[config.mk]
export PLATFORM = sky130hd
export DESIGN_NAME = ipc_mailbox
export DESIGN_NICKNAME = d
export VERILOG_FILES = /design/src/rtl/ipc_mailbox_pkg.sv /design/src/rtl/ipc_mbox_elem.sv /design/src/rtl/ipc_mbox_locks.sv /design/src/rtl/ipc_mailbox.sv
export SDC_FILE = /design/constraint.sdc
export NUM_CORES = 1
export LEC_CHECK = 0
export ABC_AREA = 0
export BUFFER_PORTS_ARGS = -buffer_cell sky130_fd_sc_hd__buf_4
export CORE_MARGIN = 5
export CORE_UTILIZATION = 40
export CTS_BUF_LIST = sky130_fd_sc_hd__clkbuf_16
export DETAILED_ROUTE_END_ITERATION = 7
export SETUP_SLACK_MARGIN = 0.1
export SLEW_MARGIN = 20
export SYNTH_ARGS = -nofsm -noshare
export SYNTH_HDL_FRONTEND = slang
export SYNTH_SLANG_ARGS = --single-unit
[constraint.sdc]
create_clock -name clk_i -period 2.25 [get_ports clk_i]
set_input_delay 0.1125 -clock clk_i [delete_from_list [all_inputs] [get_ports clk_i]]
set_output_delay 0.1125 -clock clk_i [all_outputs]
set_load 0.01 [all_outputs]
[src/rtl/ipc_mailbox_pkg.sv]
`timescale 1ns/1ps
package ipc_mailbox_pkg;
  localparam int unsigned ADDR_W = 8;
  localparam logic [ADDR_W-1:0] STAT_ADDR = 8'h10;
  localparam logic [ADDR_W-1:0] IEN_ADDR  = 8'h11;
  localparam logic [ADDR_W-1:0] LOCK_BASE = 8'h20;

  typedef enum logic [2:0] {RG_DATA, RG_CMD, RG_STAT, RG_IEN, RG_LOCK, RG_NONE} reg_kind_e;

  typedef struct packed {
    reg_kind_e         kind;
    logic [ADDR_W-1:0] idx;
  } reg_sel_t;

  function automatic reg_sel_t decode_addr(input logic [ADDR_W-1:0] a,
                                           input int unsigned n_elem,
                                           input int unsigned n_lock);
    reg_sel_t r;
    r.kind = RG_NONE;
    r.idx  = '0;
    if (32'(a) < 2 * n_elem) begin
      r.kind = a[0] ? RG_CMD : RG_DATA;
      r.idx  = {1'b0, a[ADDR_W-1:1]};
    end else if (a == STAT_ADDR) begin
      r.kind = RG_STAT;
    end else if (a == IEN_ADDR) begin
      r.kind = RG_IEN;
    end else if (a >= LOCK_BASE && 32'(a) < 32'(LOCK_BASE) + n_lock) begin
      r.kind = RG_LOCK;
      r.idx  = a - LOCK_BASE;
    end
    return r;
  endfunction
endpackage

[src/rtl/ipc_mbox_elem.sv]
`timescale 1ns/1ps
module ipc_mbox_elem #(
  parameter int unsigned DW = 32
) (
  input  logic          clk_i,
  input  logic          rst_ni,
  input  logic          data_we_i,
  input  logic          cmd_we_i,
  input  logic [DW-1:0] wdata_i,
  input  logic          clr_i,
  output logic [DW-1:0] data_o,
  output logic [DW-1:0] cmd_o,
  output logic          flag_o
);
  always_ff @(posedge clk_i or negedge rst_ni) begin
    if (!rst_ni) begin
      data_o <= '0;
      cmd_o  <= '0;
      flag_o <= 1'b0;
    end else begin
      if (data_we_i) data_o <= wdata_i;
      if (cmd_we_i)  cmd_o  <= wdata_i;
      // a fresh command outranks a same-cycle acknowledge
      if (cmd_we_i)   flag_o <= 1'b1;
      else if (clr_i) flag_o <= 1'b0;
    end
  end
endmodule

[src/rtl/ipc_mbox_locks.sv]
`timescale 1ns/1ps
module ipc_mbox_locks #(
  parameter int unsigned N_LOCK = 32,
  parameter int unsigned IW     = 5
) (
  input  logic              clk_i,
  input  logic              rst_ni,
  input  logic              a_rd_i,
  input  logic              a_wr_i,
  input  logic [IW-1:0]     a_idx_i,
  input  logic              a_wbit_i,
  input  logic              b_rd_i,
  input  logic              b_wr_i,
  input  logic [IW-1:0]     b_idx_i,
  input  logic              b_wbit_i,
  output logic              a_rbit_o,
  output logic              b_rbit_o,
  output logic [N_LOCK-1:0] lock_o
);
  logic lock_q [N_LOCK];
  logic a_any, b_any, same;

  assign a_any = a_rd_i | a_wr_i;
  assign b_any = b_rd_i | b_wr_i;
  assign same  = a_any & b_any & (a_idx_i == b_idx_i);

  assign a_rbit_o = lock_q[a_idx_i];
  // side A owns a contested lock this cycle: B sees it as taken
  assign b_rbit_o = same | lock_q[b_idx_i];

  for (genvar i = 0; i < N_LOCK; i++) begin : g_lock
    logic a_hit, b_hit;
    assign a_hit = a_any & (a_idx_i == IW'(i));
    assign b_hit = b_any & (b_idx_i == IW'(i)) & ~same;

    always_ff @(posedge clk_i or negedge rst_ni) begin
      if (!rst_ni) begin
        lock_q[i] <= 1'b0;
      end else if (a_hit) begin
        if (a_rd_i)         lock_q[i] <= 1'b1;
        else if (!a_wbit_i) lock_q[i] <= 1'b0;
      end else if (b_hit) begin
        if (b_rd_i)         lock_q[i] <= 1'b1;
        else if (!b_wbit_i) lock_q[i] <= 1'b0;
      end
    end

    assign lock_o[i] = lock_q[i];
  end
endmodule

[src/rtl/ipc_mailbox.sv]
`timescale 1ns/1ps
module ipc_mailbox
  import ipc_mailbox_pkg::*;
#(
  parameter int unsigned DW     = 32,
  parameter int unsigned N_ELEM = 4,
  parameter int unsigned N_A2B  = 2,
  parameter int unsigned N_LOCK = 32
) (
  input  logic              clk_i,
  input  logic              rst_ni,
  input  logic              a_req_i,
  input  logic              a_we_i,
  input  logic [ADDR_W-1:0] a_addr_i,
  input  logic [DW-1:0]     a_wdata_i,
  output logic [DW-1:0]     a_rdata_o,
  input  logic              b_req_i,
  input  logic              b_we_i,
  input  logic [ADDR_W-1:0] b_addr_i,
  input  logic [DW-1:0]     b_wdata_i,
  output logic [DW-1:0]     b_rdata_o,
  output logic              irq_a_o,
  output logic              irq_b_o
);
  localparam int unsigned LIW = (N_LOCK > 1) ? $clog2(N_LOCK) : 1;
  localparam int unsigned EIW = (N_ELEM > 1) ? $clog2(N_ELEM) : 1;
  localparam logic [N_ELEM-1:0] A2B_MASK = {N_ELEM{1'b1}} >> (N_ELEM - N_A2B);

  // per-side views, index 0 = side A, 1 = side B
  logic              s_req   [2];
  logic              s_we    [2];
  logic [ADDR_W-1:0] s_addr  [2];
  logic [DW-1:0]     s_wdata [2];
  logic [DW-1:0]     s_rdata [2];
  reg_sel_t          s_sel   [2];
  logic [N_ELEM-1:0] en_q    [2];
  logic              lk_rd   [2];
  logic              lk_wr   [2];
  logic              lk_rbit [2];

  logic [N_ELEM-1:0][DW-1:0] data_q, cmd_q;
  logic [N_ELEM-1:0]         flag_q;
  logic [N_LOCK-1:0]         lock_q;
  logic [N_ELEM-1:0]         en_b_q;

  assign s_req[0]   = a_req_i;
  assign s_we[0]    = a_we_i;
  assign s_addr[0]  = a_addr_i;
  assign s_wdata[0] = a_wdata_i;
  assign s_req[1]   = b_req_i;
  assign s_we[1]    = b_we_i;
  assign s_addr[1]  = b_addr_i;
  assign s_wdata[1] = b_wdata_i;
  assign a_rdata_o  = s_rdata[0];
  assign b_rdata_o  = s_rdata[1];
  assign en_b_q     = en_q[1];

  for (genvar s = 0; s < 2; s++) begin : g_side
    logic wr;
    assign s_sel[s] = decode_addr(s_addr[s], N_ELEM, N_LOCK);
    assign wr       = s_req[s] & s_we[s];
    assign lk_rd[s] = s_req[s] & ~s_we[s] & (s_sel[s].kind == RG_LOCK);
    assign lk_wr[s] = wr & (s_sel[s].kind == RG_LOCK);

    always_ff @(posedge clk_i or negedge rst_ni) begin
      if (!rst_ni)                           en_q[s] <= '0;
      else if (wr && s_sel[s].kind == RG_IEN) en_q[s] <= s_wdata[s][N_ELEM-1:0];
    end

    always_comb begin
      s_rdata[s] = '0;
      unique case (s_sel[s].kind)
        RG_DATA: s_rdata[s] = data_q[s_sel[s].idx[EIW-1:0]];
        RG_CMD:  s_rdata[s] = cmd_q[s_sel[s].idx[EIW-1:0]];
        RG_STAT: s_rdata[s][N_ELEM-1:0] = flag_q;
        RG_IEN:  s_rdata[s][N_ELEM-1:0] = en_q[s];
        RG_LOCK: s_rdata[s][0] = lk_rbit[s];
        default: s_rdata[s] = '0;
      endcase
    end
  end

  for (genvar e = 0; e < N_ELEM; e++) begin : g_elem
    localparam int unsigned SND = (e < N_A2B) ? 0 : 1;
    localparam int unsigned RCV = 1 - SND;
    logic snd_wr, data_we, cmd_we, clr;

    assign snd_wr  = s_req[SND] & s_we[SND] & (s_sel[SND].idx == ADDR_W'(e));
    assign data_we = snd_wr & (s_sel[SND].kind == RG_DATA);
    assign cmd_we  = snd_wr & (s_sel[SND].kind == RG_CMD);
    assign clr     = s_req[RCV] & s_we[RCV] & (s_sel[RCV].kind == RG_STAT) & s_wdata[RCV][e];

    ipc_mbox_elem #(.DW(DW)) u_elem (
      .clk_i    (clk_i),
      .rst_ni   (rst_ni),
      .data_we_i(data_we),
      .cmd_we_i (cmd_we),
      .wdata_i  (s_wdata[SND]),
      .clr_i    (clr),
      .data_o   (data_q[e]),
      .cmd_o    (cmd_q[e]),
      .flag_o   (flag_q[e])
    );
  end

  ipc_mbox_locks #(.N_LOCK(N_LOCK), .IW(LIW)) u_locks (
    .clk_i   (clk_i),
    .rst_ni  (rst_ni),
    .a_rd_i  (lk_rd[0]),
    .a_wr_i  (lk_wr[0]),
    .a_idx_i (s_sel[0].idx[LIW-1:0]),
    .a_wbit_i(s_wdata[0][0]),
    .b_rd_i  (lk_rd[1]),
    .b_wr_i  (lk_wr[1]),
    .b_idx_i (s_sel[1].idx[LIW-1:0]),
    .b_wbit_i(s_wdata[1][0]),
    .a_rbit_o(lk_rbit[0]),
    .b_rbit_o(lk_rbit[1]),
    .lock_o  (lock_q)
  );

  assign irq_b_o = |(flag_q & en_q[1] & A2B_MASK);
  assign irq_a_o = |(flag_q & en_q[0] & ~A2B_MASK);
endmodule

### Word-level counts from Yosys, hierarchy flattened

Index checks and enable logic that the tools add are counted.
W data, S select, Z words.

* bits in registers: 300
* input port bits: 86
* output and inout port bits: 66
* word-level logic and storage cells: 523

* add/sub/neg operators: 2
* order comparisons: 10
* equality and inequality tests: 142
* mux-type cells: 110
* bitwise gates (word level): 134
* reduce and logical (&&, ||, !) cells: 79

Operators by type and width (count)
* $bmux W32 S2: 4
* $eq A5 B5 Y1 const B: 32
* $mux W32: 4
* $and A1 B1 Y1: 124
* $pmux W28 S2: 2
* $ne A3 B1 Y1 const B: 32
* $ne A3 B2 Y1 const B: 32
* $reduce_and A3 Y1: 32
* $mux W1: 82
* $eq A5 B4 Y1 const B: 16
* $reduce_bool A2 Y1: 36
* $eq A5 B3 Y1 const B: 8
* $eq A8 B5 Y1 const B: 4
* $mux W8: 4
* $pmux W3 S4: 2
* $mux W11: 2
* $eq A5 B2 Y1 const B: 4
* $mux W9: 2
* $eq A8 B2 Y1 const B: 2
* $ge A8 B6 Y1 const B: 2
* $lt A8 B4 Y1 const B: 2
* $lt A8 B7 Y1 const B: 2
* $sub A8 B6 Y8 const B: 2
* $eq A3 B2 Y1 const B: 4
* 20 further kinds: 41

### Logic depth before layout (Yosys ltp)

* word-level depth: 15
* mapped depth: 11

### By module

Synthesis repeated with hierarchy kept, for this count alone.

* cell total of the unflattened synthesis: 1644
* area total of the unflattened synthesis: 19022.0 um^2

Modules (own cells, without submodules)
* ipc_mbox_elem: instances 4, cells each 139, area each 2722.6 um^2, sequential area each 1626.6 um^2
* ipc_mailbox: instances 1, cells each 789, area each 4998.5 um^2, sequential area each 200.2 um^2
* ipc_mbox_locks: instances 1, cells each 299, area each 3133.0 um^2, sequential area each 800.8 um^2

### Worst setup path after synthesis

Ideal clock, no wire load.

* kind: input-to-output
* start point: in a_addr_i[3]
* end point: out a_rdata_o[12]
* arrival time: 2192 ps
* data required time: 2138 ps
* path slack: -54 ps
* stages on the path: 8
* buffers on the path: 4
* cells stage by stage: buf_2 > or4b_4 > a21boi_4 > buf_2 > buf_2 > buf_2 > mux4_2 > a22o_1

* cells in the longest elaborated chain, start to end: 9
* elaborated cells between the ends (all ways): 19
* classes of those cells: 3 x order compare; 3 x eq/ne; 11 x mux; 2 x reduce/logical

RTL lines
* start, declared: RTL line ipc_mailbox.sv:14 `input logic [ADDR_W-1:0] a_addr_i,`
* $ge A8 B6 Y1 or $lt A8 B7 Y1 (tied branches): RTL line ipc_mailbox_pkg.sv:28 `end else if (a >= LOCK_BASE && 32'(a) < 32'(LOCK_BASE) + n_lock) begin`
* $logic_and A1 B1 Y1: RTL line ipc_mailbox_pkg.sv:28
* $mux W9: RTL line ipc_mailbox_pkg.sv:28
* $mux W8: RTL line ipc_mailbox_pkg.sv:26 `end else if (a == IEN_ADDR) begin`
* $mux W8: RTL line ipc_mailbox_pkg.sv:24 `end else if (a == STAT_ADDR) begin`
* $mux W11 *: RTL line ipc_mailbox_pkg.sv:21 `if (32'(a) < 2 * n_elem) begin`
* $bmux W32 S2 (on tied branches): RTL line ipc_mailbox.sv:74, ipc_mailbox.sv:73
* $mux W32 (on tied branches): RTL line ipc_mailbox.sv:74, ipc_mailbox.sv:73
* $pmux W28 S2 *: RTL line ipc_mailbox.sv:72 `unique case (s_sel[s].kind)`
* end, declared: RTL line ipc_mailbox.sv:16 `output logic [DW-1:0] a_rdata_o,`

Every way passes the cells marked *; elsewhere a longest branch is shown, timed or not. The select of a mux whose other input is x is not followed.

### Worst setup path in the final report

* start point: in a_addr_i[3]
* end point: out a_rdata_o[0]

* cells in the longest elaborated chain, start to end: 11
* elaborated cells between the ends (all ways): 27
* classes of those cells: 1 x add/sub; 3 x order compare; 6 x eq/ne; 14 x mux; 1 x bitwise; 2 x reduce/logical

RTL lines
* $ge A8 B6 Y1 or $lt A8 B7 Y1 (tied branches): RTL line ipc_mailbox_pkg.sv:28
* $logic_and A1 B1 Y1: RTL line ipc_mailbox_pkg.sv:28
* $mux W9: RTL line ipc_mailbox_pkg.sv:28
* $mux W8: RTL line ipc_mailbox_pkg.sv:26
* $mux W8: RTL line ipc_mailbox_pkg.sv:24
* $mux W11 *: RTL line ipc_mailbox_pkg.sv:21
* $not A5 Y6 (implied by the code): RTL line ipc_mbox_locks.sv:27 `assign a_rbit_o = lock_q[a_idx_i];`
* $bmux W1 S5: RTL line ipc_mbox_locks.sv:27
* $mux W1 (implied by the code) (2 in a row): RTL line ipc_mbox_locks.sv:27
* $pmux W1 S5 *: RTL line ipc_mailbox.sv:72

Marks and branches as above.

==> results.txt <==
top_reg_cell synth: dfrtp_1
WP data arrival: 2.25 ns
worst hold path type: in2async
wire per inst: 25.0 um
relative slew slack: 53.6%
Post-synth EDFFs: 0
syn_nets: 1524
RSZ-0062 raised after global routing: yes
Final #Nets: 1902
Post-Syn Instances: 1437
Worst IR Drop VDD: 0.608 mV
CORE AREA: 42000 um^2
total CTS buffers: 36
Setup crit end kind: output pin
Final Skew: 0 ns
CP Launch Type: primary input
Sink Count: 300
Top delay family on crit path: simple AND/OR/NAND/NOR gates
Bufs and invs on worst path: 4
Syn Area/Cell: 11.9 um^2
ys async rst share: 100%
most common cell after layout, fill and taps aside: dfrtp_1
Worst-Skew Late Latency: 0.53 ns
Synth Register Bits: 300
CP Max Fanout: 8
Max Fclk: 423 MHz
worst-margin pin slew: 0.688 ns
DR vias/cell: 5.99
clock buffer depth: 3
Seq/Total Area, Yosys: 44.0%
Pleak: 10.9 nW
Clk pin slew, worst setup/hold paths: 0.07 ns
antenna violations before repair: 1
status: finished with violations
FP Rows: 75
Ys Warns: 0
Die Y-Extent: 216 um
I/O pin count: 152
# DRC: 0
root buffer cell: clkbuf_16
vias in the first global route: 14500
largest net degree at the start of global routing: 74
Worst R2R Setup Slack: 1.43 ns
CP max stage delay: 0.55 ns
Final min period: 2.36 ns
most frequent cells in the layout: dfrtp_1, mux2_2, buf_4
layout cells sized above 1: 49.3%
Final ANT Viol Nets: 0
total chip power: 12.9 mW
DP HPWL: 37400 um
starting density of the core: 40.5%
grt total ovfl: 0
number of max-cap violations: 0
fin area: 23900 um^2
Core Util, Final: 56.8%
final RePlAce weighted congestion: 0.903
quantity of I/O buffers inserted on ports: 151
cell area after synthesis: 17000 um^2
detailed-router iteration count before antenna repair: 5
Setup WS pre-CTS: -0.235 ns
WS Path Type: in2out
total wire length: 59600 um
failing checks: negative setup slack
cell area power density: 539 nW/um^2
H-Tree Depth: 2
floorplan die width: 216 um
CTS tree: built
final setup fails: 13
routed vias: 14300
global-route wire length before repair: 89800 um
final non-filler cell total: 2382
FF-to-FF Start: g_elem[2].u_elem.data_o[24]
Placed Cells: 2175
Final Hold Viols: 0
setup ws final: -0.114 ns
post-synth cell types: 55
Worst Setup SP: a_addr_i[3]
gr usage total: 24.4%
Worst EP required: 2.14 ns
critical-path cell list: buf_6 > or4b_4 > a21boi_4 > buf_12 > buf_12 > mux4_2 > nor3b_2 > a21oi_1 > nand3_1 > a31o_4 > buf_6
Slew Limit Fails: 0
fin crit share: 105%
placed instance area: 20200 um^2
initial detailed-routing violation count: 1277
synthesis-to-finish area growth: 40.0%
Slowest-stage cell, CP: or4b_4
die area: 46800 um^2
==> repair_timing <==
action / in CTS / in global routing
pin swaps: 45 / 75
cloned: 13 / 6
resized for setup: 103 / 143
hold buffers: 65 / 0
setup buffers: 29 / 31
hold endpoints to repair: 529 / 0
setup endpoints to repair: 63 / 64
==> registers in the layout, summed over array words and instances, names as in the netlist <==
register / flops
u_locks.lock_o: 32
g_elem.u_elem.cmd_o: 128
g_elem.u_elem.flag_o: 4
g_elem.u_elem.data_o: 128
en_b_q: 4
en_q: 4
==> synth_stat cells, types with 2 or more instances <==
| cell | count | area [um^2] |
|---|---|---|
| or3b_2 | 2 | 17.5 |
| nand3b_1 | 2 | 15.0 |
| and3_1 | 3 | 18.8 |
| mux2_2 | 295 | 3320 |
| a41o_1 | 2 | 20.0 |
| o21ai_1 | 2 | 10.0 |
| or3_1 | 10 | 62.6 |
| buf_1 | 8 | 30.0 |
| nor2_1 | 50 | 188 |
| or2_4 | 2 | 17.5 |
| nor4b_1 | 3 | 26.3 |
| a32oi_1 | 3 | 26.3 |
| xnor2_1 | 3 | 26.3 |
| clkbuf_1 | 43 | 161 |
| buf_6 | 2 | 22.5 |
| or2_2 | 3 | 18.8 |
| a2bb2oi_1 | 3 | 26.3 |
| mux2i_1 | 86 | 861 |
| a32o_1 | 2 | 20.0 |
| and2_1 | 3 | 18.8 |
| o21a_1 | 2 | 15.0 |
| nand3_1 | 43 | 215 |
| a22o_1 | 33 | 289 |
| nor3_1 | 16 | 80.1 |
| o22ai_1 | 20 | 125 |
| buf_2 | 50 | 250 |
| a21oi_1 | 57 | 285 |
| nand2b_1 | 7 | 43.8 |
| o21ai_0 | 75 | 375 |
| nand2_1 | 143 | 537 |
| o211ai_1 | 13 | 97.6 |
| a22oi_1 | 33 | 248 |
| nand4_1 | 4 | 25.0 |
| mux4_2 | 77 | 1730 |
| mux2_1 | 2 | 22.5 |
| buf_4 | 2 | 15.0 |
| a31oi_1 | 8 | 50.1 |
| nor3b_1 | 4 | 30.0 |
| dfrtp_1 | 300 | 7510 |
| nor3_2 | 2 | 20.0 |
| inv_1 | 4 | 15.0 |
| a21o_1 | 2 | 15.0 |
==> final timing paths <==
check / to / cells after the start
max: a_rdata_o[0] / 11
max reg2reg: g_elem[2].u_elem.data_o[24] / 1
min reg2reg: en_b_q[2] / 1
min: en_q[7] / 2
min in group clk_i: en_q[6] / 4
max in group asynchronous: g_elem[3].u_elem.data_o[27] / 3
==> stage by stage <==
step	hold slack [ns]	TNS [ns]
after CTS	0.0997	-0.566
after detailed placement	0.0656	-30.11
after floorplan	-0.183	0
final	0.113	-0.358
after global placement	0.0670	-22.74
after global routing	0.145	-1.89
==> routing by layer <==
layer	GRT usage, %	part of all wire [%]	vias up	wire length [um]
met2	40.4	48	659	28700
met3	4.72	7.8	128	4660
met4	6.83	2.7	0	1590
met1	33.1	41	7266	24700
met5	0	0	-	0
li1	-	-	6205	-
==> cells by family after synthesis <==
logic type	Yosys count	share of synthesized area, %
muxes	460	34.8
and+or+nand+nor	302	8.13
DFF	300	44.0
AOI/OAI and AO/OA	261	9.81
buffers and inverters	109	2.90
xor gates and xnor gates	4	0.206
adders and majority gates	1	0.0734
==> final cells by class <==
type,instances,area [um^2]
diodes,1,2.50
clock buffers,37,926
clock inverters,28,234
fillers,3403,18200
inverters,4,15.0
multi-input cells,1029,9630
flip-flops and latches,300,7510
well taps,539,674
repair buffers,444,4880
==> where the power goes <==
group | total (mW) | switching (mW) | internal (mW) | leakage, nW
clock | 5.77 | 2.33 | 3.44 | 0.591
sequential | 5.61 | 0.0942 | 5.51 | 4.17
combinational | 1.49 | 0.717 | 0.770 | 6.15
total | 12.9 | 3.14 | 9.72 | 10.9
(Power assumes the default switching activity.)
